**src/rtl/dly_route_pkg.sv**
```systemverilog
package dly_route_pkg;
   localparam int NUM_DIRS  = 4;
   localparam int NUM_PORTS = NUM_DIRS + 1;
   localparam int LOCAL_IDX = NUM_DIRS;
   localparam int PORT_W    = 3;
   localparam logic TBL_PROP  = 1'b0;
   localparam logic TBL_QUEUE = 1'b1;
endpackage

```
**src/rtl/drs_tables.sv**
```systemverilog
module drs_tables
   import dly_route_pkg::*;
#(
   parameter int NODE_W = 3,
   parameter int DLY_W  = 12
) (
   input  logic                             clk,
   input  logic                             rst_n,
   input  logic                             wr_en,
   input  logic                             wr_tbl,
   input  logic [NODE_W-1:0]                wr_dest,
   input  logic [PORT_W-1:0]                wr_port,
   input  logic [DLY_W-1:0]                 wr_val,
   input  logic [NODE_W-1:0]                rd_dest,
   output logic [NUM_DIRS-1:0][DLY_W-1:0]   prop_row,
   output logic [NUM_DIRS-1:0][DLY_W-1:0]   queue_row
);
   localparam int NUM_DEST = 1 << NODE_W;

   logic [NUM_DIRS-1:0][DLY_W-1:0] prop_q [NUM_DEST];
   logic [NUM_DIRS-1:0][DLY_W-1:0] queue_q;

   for (genvar d = 0; d < NUM_DEST; d++) begin : g_dest
      for (genvar k = 0; k < NUM_DIRS; k++) begin : g_dir
         always_ff @(posedge clk) begin
            if (!rst_n)
               prop_q[d][k] <= '1;
            else if (wr_en && wr_tbl == TBL_PROP &&
                     wr_dest == NODE_W'(d) && wr_port == PORT_W'(k))
               prop_q[d][k] <= wr_val;
         end
      end
   end

   for (genvar k = 0; k < NUM_DIRS; k++) begin : g_queue
      always_ff @(posedge clk) begin
         if (!rst_n)
            queue_q[k] <= '0;
         else if (wr_en && wr_tbl == TBL_QUEUE && wr_port == PORT_W'(k))
            queue_q[k] <= wr_val;
      end
   end

   assign prop_row  = prop_q[rd_dest];
   assign queue_row = queue_q;
endmodule

```
**src/rtl/drs_cost.sv**
```systemverilog
module drs_cost
   import dly_route_pkg::*;
#(
   parameter int DLY_W = 12
) (
   input  logic [NUM_DIRS-1:0][DLY_W-1:0] prop_row,
   input  logic [NUM_DIRS-1:0][DLY_W-1:0] queue_row,
   input  logic [NUM_DIRS-1:0]            link_up,
   output logic [NUM_DIRS-1:0][DLY_W-1:0] cost,
   output logic [NUM_DIRS-1:0]            eligible
);
   localparam logic [DLY_W-1:0] UNREACH = '1;

   for (genvar k = 0; k < NUM_DIRS; k++) begin : g_dir
      logic [DLY_W:0] raw_sum;
      assign raw_sum     = {1'b0, prop_row[k]} + {1'b0, queue_row[k]};
      assign cost[k]     = raw_sum[DLY_W] ? UNREACH : raw_sum[DLY_W-1:0];
      assign eligible[k] = link_up[k] && (prop_row[k] != UNREACH);
   end
endmodule

```
**src/rtl/drs_pick.sv**
```systemverilog
module drs_pick
   import dly_route_pkg::*;
#(
   parameter int DLY_W = 12
) (
   input  logic [NUM_DIRS-1:0][DLY_W-1:0] cost,
   input  logic [NUM_DIRS-1:0]            eligible,
   output logic [NUM_DIRS-1:0]            grant,
   output logic                           found
);
   logic [NUM_DIRS-1:0] beats;

   // a direction wins when it is eligible and no lower index is at least as
   // cheap, and no higher index is strictly cheaper
   for (genvar k = 0; k < NUM_DIRS; k++) begin : g_cmp
      always_comb begin
         beats[k] = eligible[k];
         for (int j = 0; j < NUM_DIRS; j++) begin
            if (j < k && eligible[j] && cost[j] <= cost[k]) beats[k] = 1'b0;
            if (j > k && eligible[j] && cost[j] <  cost[k]) beats[k] = 1'b0;
         end
      end
   end

   assign grant = beats;
   assign found = |eligible;
endmodule

```
**src/rtl/dly_route_sel.sv**
```systemverilog
module dly_route_sel
   import dly_route_pkg::*;
#(
   parameter int NODE_W = 3,
   parameter int DLY_W  = 12
) (
   input  logic              clk,
   input  logic              rst_n,
   input  logic [NODE_W-1:0] my_id,
   input  logic [3:0]        link_up,
   input  logic              upd_valid,
   input  logic              upd_tbl,
   input  logic [NODE_W-1:0] upd_dest,
   input  logic [2:0]        upd_port,
   input  logic [DLY_W-1:0]  upd_value,
   input  logic              req_valid,
   output logic              req_ready,
   input  logic [NODE_W-1:0] req_dest,
   output logic              rsp_valid,
   input  logic              rsp_ready,
   output logic [4:0]        rsp_grant,
   output logic              rsp_noroute
);
   if (NODE_W < 1 || NODE_W > 8) begin : g_bad_node
      $error("dly_route_sel: NODE_W must be 1..8");
   end
   if (DLY_W < 2 || DLY_W > 24) begin : g_bad_dly
      $error("dly_route_sel: DLY_W must be 2..24");
   end

   logic [NUM_DIRS-1:0][DLY_W-1:0] prop_row;
   logic [NUM_DIRS-1:0][DLY_W-1:0] queue_row;
   logic [NUM_DIRS-1:0][DLY_W-1:0] cost;
   logic [NUM_DIRS-1:0]            eligible;
   logic [NUM_DIRS-1:0]            dir_grant;
   logic                           dir_found;
   logic                           accept;
   logic                           self_hit;
   logic [NUM_PORTS-1:0]           grant_d;
   logic                           noroute_d;

   drs_tables #(.NODE_W(NODE_W), .DLY_W(DLY_W)) u_tables (
      .clk      (clk),
      .rst_n    (rst_n),
      .wr_en    (upd_valid),
      .wr_tbl   (upd_tbl),
      .wr_dest  (upd_dest),
      .wr_port  (upd_port),
      .wr_val   (upd_value),
      .rd_dest  (req_dest),
      .prop_row (prop_row),
      .queue_row(queue_row)
   );

   drs_cost #(.DLY_W(DLY_W)) u_cost (
      .prop_row (prop_row),
      .queue_row(queue_row),
      .link_up  (link_up),
      .cost     (cost),
      .eligible (eligible)
   );

   drs_pick #(.DLY_W(DLY_W)) u_pick (
      .cost    (cost),
      .eligible(eligible),
      .grant   (dir_grant),
      .found   (dir_found)
   );

   assign req_ready = !rsp_valid || rsp_ready;
   assign accept    = req_valid && req_ready;
   assign self_hit  = (req_dest == my_id);

   always_comb begin
      grant_d   = '0;
      noroute_d = 1'b0;
      if (self_hit) begin
         grant_d[LOCAL_IDX] = 1'b1;
      end else begin
         grant_d[NUM_DIRS-1:0] = dir_grant;
         noroute_d             = !dir_found;
      end
   end

   always_ff @(posedge clk) begin
      if (!rst_n) begin
         rsp_valid   <= 1'b0;
         rsp_grant   <= '0;
         rsp_noroute <= 1'b0;
      end else if (accept) begin
         rsp_valid   <= 1'b1;
         rsp_grant   <= grant_d;
         rsp_noroute <= noroute_d;
      end else if (rsp_ready) begin
         rsp_valid   <= 1'b0;
      end
   end
endmodule

```
**config.mk**
```make
export PLATFORM = sky130hd
export DESIGN_NAME = dly_route_sel
export DESIGN_NICKNAME = d
export VERILOG_FILES = /design/src/rtl/dly_route_pkg.sv /design/src/rtl/drs_tables.sv /design/src/rtl/drs_cost.sv /design/src/rtl/drs_pick.sv /design/src/rtl/dly_route_sel.sv
export SDC_FILE = /design/constraint.sdc
export NUM_CORES = 1
export LEC_CHECK = 0
export BUFFER_PORTS_ARGS = -buffer_cell sky130_fd_sc_hd__buf_2
export CAP_MARGIN = 40
export CORE_MARGIN = 2
export CORE_UTILIZATION = 30
export CTS_BUF_LIST = sky130_fd_sc_hd__clkbuf_16
export DETAILED_ROUTE_END_ITERATION = 7
export PLACE_DENSITY = 0.5
export SLEW_MARGIN = 10
export SYNTH_ARGS = -nofsm -noshare
export SYNTH_HDL_FRONTEND = slang
export SYNTH_SLANG_ARGS = --single-unit
export TNS_END_PERCENT = 5
```
**constraint.sdc**
```tcl
create_clock -name clk -period 11.4 [get_ports clk]
set_input_delay 2.28 -clock clk [delete_from_list [all_inputs] [get_ports clk]]
set_output_delay 2.28 -clock clk [all_outputs]
set_load 0.005 [all_outputs]
```
==> PnR_summary.wiki <==
{| class="wikitable"
! Metric !! Value
|-
| Starting Density || between 30% and 40%
|-
| Post-CTS Resized || 0
|-
| First-pass GRT wire length || about 110000 um
|-
| Register area share after synthesis || 52.35%
|-
| Minimum period implied by the final worst setup slack || about 7.7 ns
|-
| Synth area leader || edfxtp_1
|-
| Cells after DPL || between 3000 and 4000
|-
| Final core utilization || approximately a third
|-
| Fill cell instance count of the final layout || between 7000 and 8000
|-
| Top-area cell type share of the netlist area || 47.79%
|-
| Post-Syn Nets || between 2000 and 2500
|-
| Register clock-pin slew on the reported worst setup and hold paths || approximately 0.07 ns
|-
| Count of warnings emitted by yosys || 0
|-
| Routed wire per std cell || 23.25 um
|-
| Kind of start point of the critical path || input port
|-
| Count of input and output buffers || around 40
|-
| Die X || 287.6 um
|-
| Main area contributors after synthesis || edfxtp_1 (48%), or3_1 (10%), mux4_2 (6.3%)
|-
| Fin. max-slew vios || 0
|-
| TritonCTS Buffers || between 50 and 60
|-
| CTS sink count || ~440
|-
| Commonest cells in the netlist || or3_1 (392), edfxtp_1 (384), nand2_1 (146), clkbuf_1 (141), mux2i_1 (124)
|-
| Worst clock skew on the final layout || around 0.036 ns
|-
| Final routed wirelength across all metal layers || 72490 um
|-
| TritonCTS clock tree || done
|-
| Seq. cell area || approximately 13000 um^2
|-
| Vias in the first global route || 16300
|-
| Via density || approximately 5.3
|-
| Yosys cell types || 56
|-
| Placer Congestion || around 0.9
|-
| Synthesis-stage register bit count || about 440
|-
| Post-layout net count || approximately 2200
|-
| Count of nets left with antenna violations after detail routing || 0
|-
| Worst slew pin tran || approximately 0.91 ns
|-
| Synth Cell Area || between 20000 and 25000 um^2
|-
| Ys async rst share || 0%
|-
| Worst Path Arrival || 8.29 ns
|-
| Achievable clock frequency || 129.1 MHz
|-
| DP HPWL || between 40000 and 50000 um
|-
| Synthesized area per cell || between 10 and 15 um^2
|-
| Die outline height || around 290 um
|-
| Slew headroom || roughly 40%
|-
| Period utilisation layout || a little under 70%
|-
| Total area of multi-input combinational cells || 10640 um^2
|-
| First DRT Iteration DRCs || approximately 1500
|-
| Endpoint kind of the worst setup timing path || flop
|-
| Final setup TNS || 0 ns
|-
| Most frequently used cell type in the post-synthesis netlist || or3_1
|-
| Total power density per cell area || 147.3 nW/um^2
|-
| Required time of the critical path || 11.94 ns
|-
| Overall Global Routing Usage || between 15 and 20%
|-
| Main synth FF type || edfxtp_1
|-
| Clock Root Buffer || clkbuf_16
|-
| R2R setup slack || ~6.1 ns
|-
| Count of final setup violators || 0
|-
| Share of final-layout standard cells stronger than drive strength 1 || between 10 and 15%
|-
| Kind of critical path || input port to flop
|-
| Max rail drop VDD || just over 80 uV
|-
| Status || completed
|-
| Source-to-sink clock delay at the later pin of the worst-skew pair || around 0.6 ns
|-
| Layout-stage area growth over the synthesis result || 12.66%
|-
| Worst hold slack after final layout || roughly 0.46 ns
|-
| Setup repair after global routing missed its margin || false
|-
| Cell Rows || about 100
|-
| Static power due to leakage || ~0.0095 uW
|-
| Final instance count without filler cells || between 3000 and 4000
|-
| Final Hold Vio Count || 0
|-
| Die area || roughly 83000 um^2
|-
| Vias post-DR || 16520
|-
| Initial antenna violation count || 6
|-
| Final worst setup slack || 3.651 ns
|-
| Max FO, Critical Path || 75
|-
| Drt first pass iters || 7
|-
| Number of buffers inserted by post-CTS setup repair || 0
|-
| Max capacitance violation total || 0
|-
| Count of flip-flops with a built-in enable after synthesis || around 380
|-
| Remaining global-route overflow || 0
|-
| Drt drc || 0
|-
| Number of levels the H-tree was split into || 2
|-
| Pre-CTS WS || roughly 3.0 ns
|-
| Post-CTS Hold Fix Bufs || 0
|-
| Cell count after synthesis || approximately 2000
|-
| CTS max path bufs || 3
|-
| Class of the most critical hold timing path || flop to flop
|-
| Pin count of the biggest net entering global routing || 97
|-
| Area of the core || ~80000 um^2
|-
| Ports || 42
|}
-- layer usage --
layer,track usage [%],wire (um)
met5,0,33
met4,3.763,1243
met3,2.702,3954
met2,27.51,33210
met1,25.01,34050
-- report_power, final --
part           switching (uW)  internal [uW]  total (uW)  leakage (uW)
combinational             403            246         648       0.00442
sequential               20.8           1820        1840       0.00431
clock                     673            844        1520      0.000798
total                    1100           2910        4010       0.00953
-- logic make-up after synthesis --
group,Yosys count,synth area share (%)
AND/OR/NAND/NOR,784,18.03
flip-flops,439,52.35
AO/OA/AOI/OAI,228,5.844
buffers and inverters,221,3.946
multiplexers,200,11.86
adder cells (fa/ha/maj),124,6.554
XOR/XNOR,39,1.416
-- per-stage QoR --
stage	total power [uW]	area (um^2)
2_1_floorplan	2286	24130
3_3_place_gp	2489	25280
3_5_place_dp	2518	25640
4_1_cts	4041	27150
5_1_grt	4158	27170
6_report	4005	27190
-- registers in the layout, indices dropped and copies added (netlist names) --
name	count
rsp_valid	1
u_tables.queue_row	48
rsp_grant	5
u_tables.prop_q	384
rsp_noroute	1
-- layout by cell type (no fill, tap or decap), drive strengths merged, types with 64 or more instances in the layout --
master	synthesis	layout
buf	31	98
edfxtp	384	384
or3	392	392
inv	49	64
nand2	146	146
ha	120	120
mux4	68	68
mux2i	124	124
a21oi	106	106
nor2	68	68
-- critical path, cell delays in order --
cell,delay [ns]
clkbuf_8,0.58
buf_4,0.65
mux2i_1,0.25
mux4_2,0.28
inv_1,0.05
ha_1,0.21
fa_1,0.44
a21o_1,0.20
a21oi_1,0.22
o21bai_1,0.11
a2111o_1,0.46
nand3_1,0.12
a41o_1,0.48
and2_1,0.21
ha_1,0.24
o21a_1,0.18
o31ai_1,0.06
a211oi_1,0.11
o21ai_0,0.35
a21oi_1,0.12
or3_1,0.38
a21oi_1,0.14
-- final cells by class --
cell class | count | share of cell area, %
antenna | 5 | 0.04602
clock buffer | 52 | 4.786
clock inverter | 39 | 0.7870
inverter | 49 | 0.6765
multi-input combinational | 1375 | 39.12
sequential | 439 | 46.47
tap | 1060 | 4.878
timing repair buffer | 99 | 3.235
-- worst paths after layout --
check	to	start	cells past startpoint
setup / recovery	rsp_grant[2]	req_dest[2]	22
setup reg to reg	rsp_grant[3]	u_tables.prop_q[6][36]	20
hold reg to reg	rsp_noroute	rsp_noroute	2
hold / removal	rsp_noroute	rsp_noroute	2
Power figures use the tool's default switching activity.
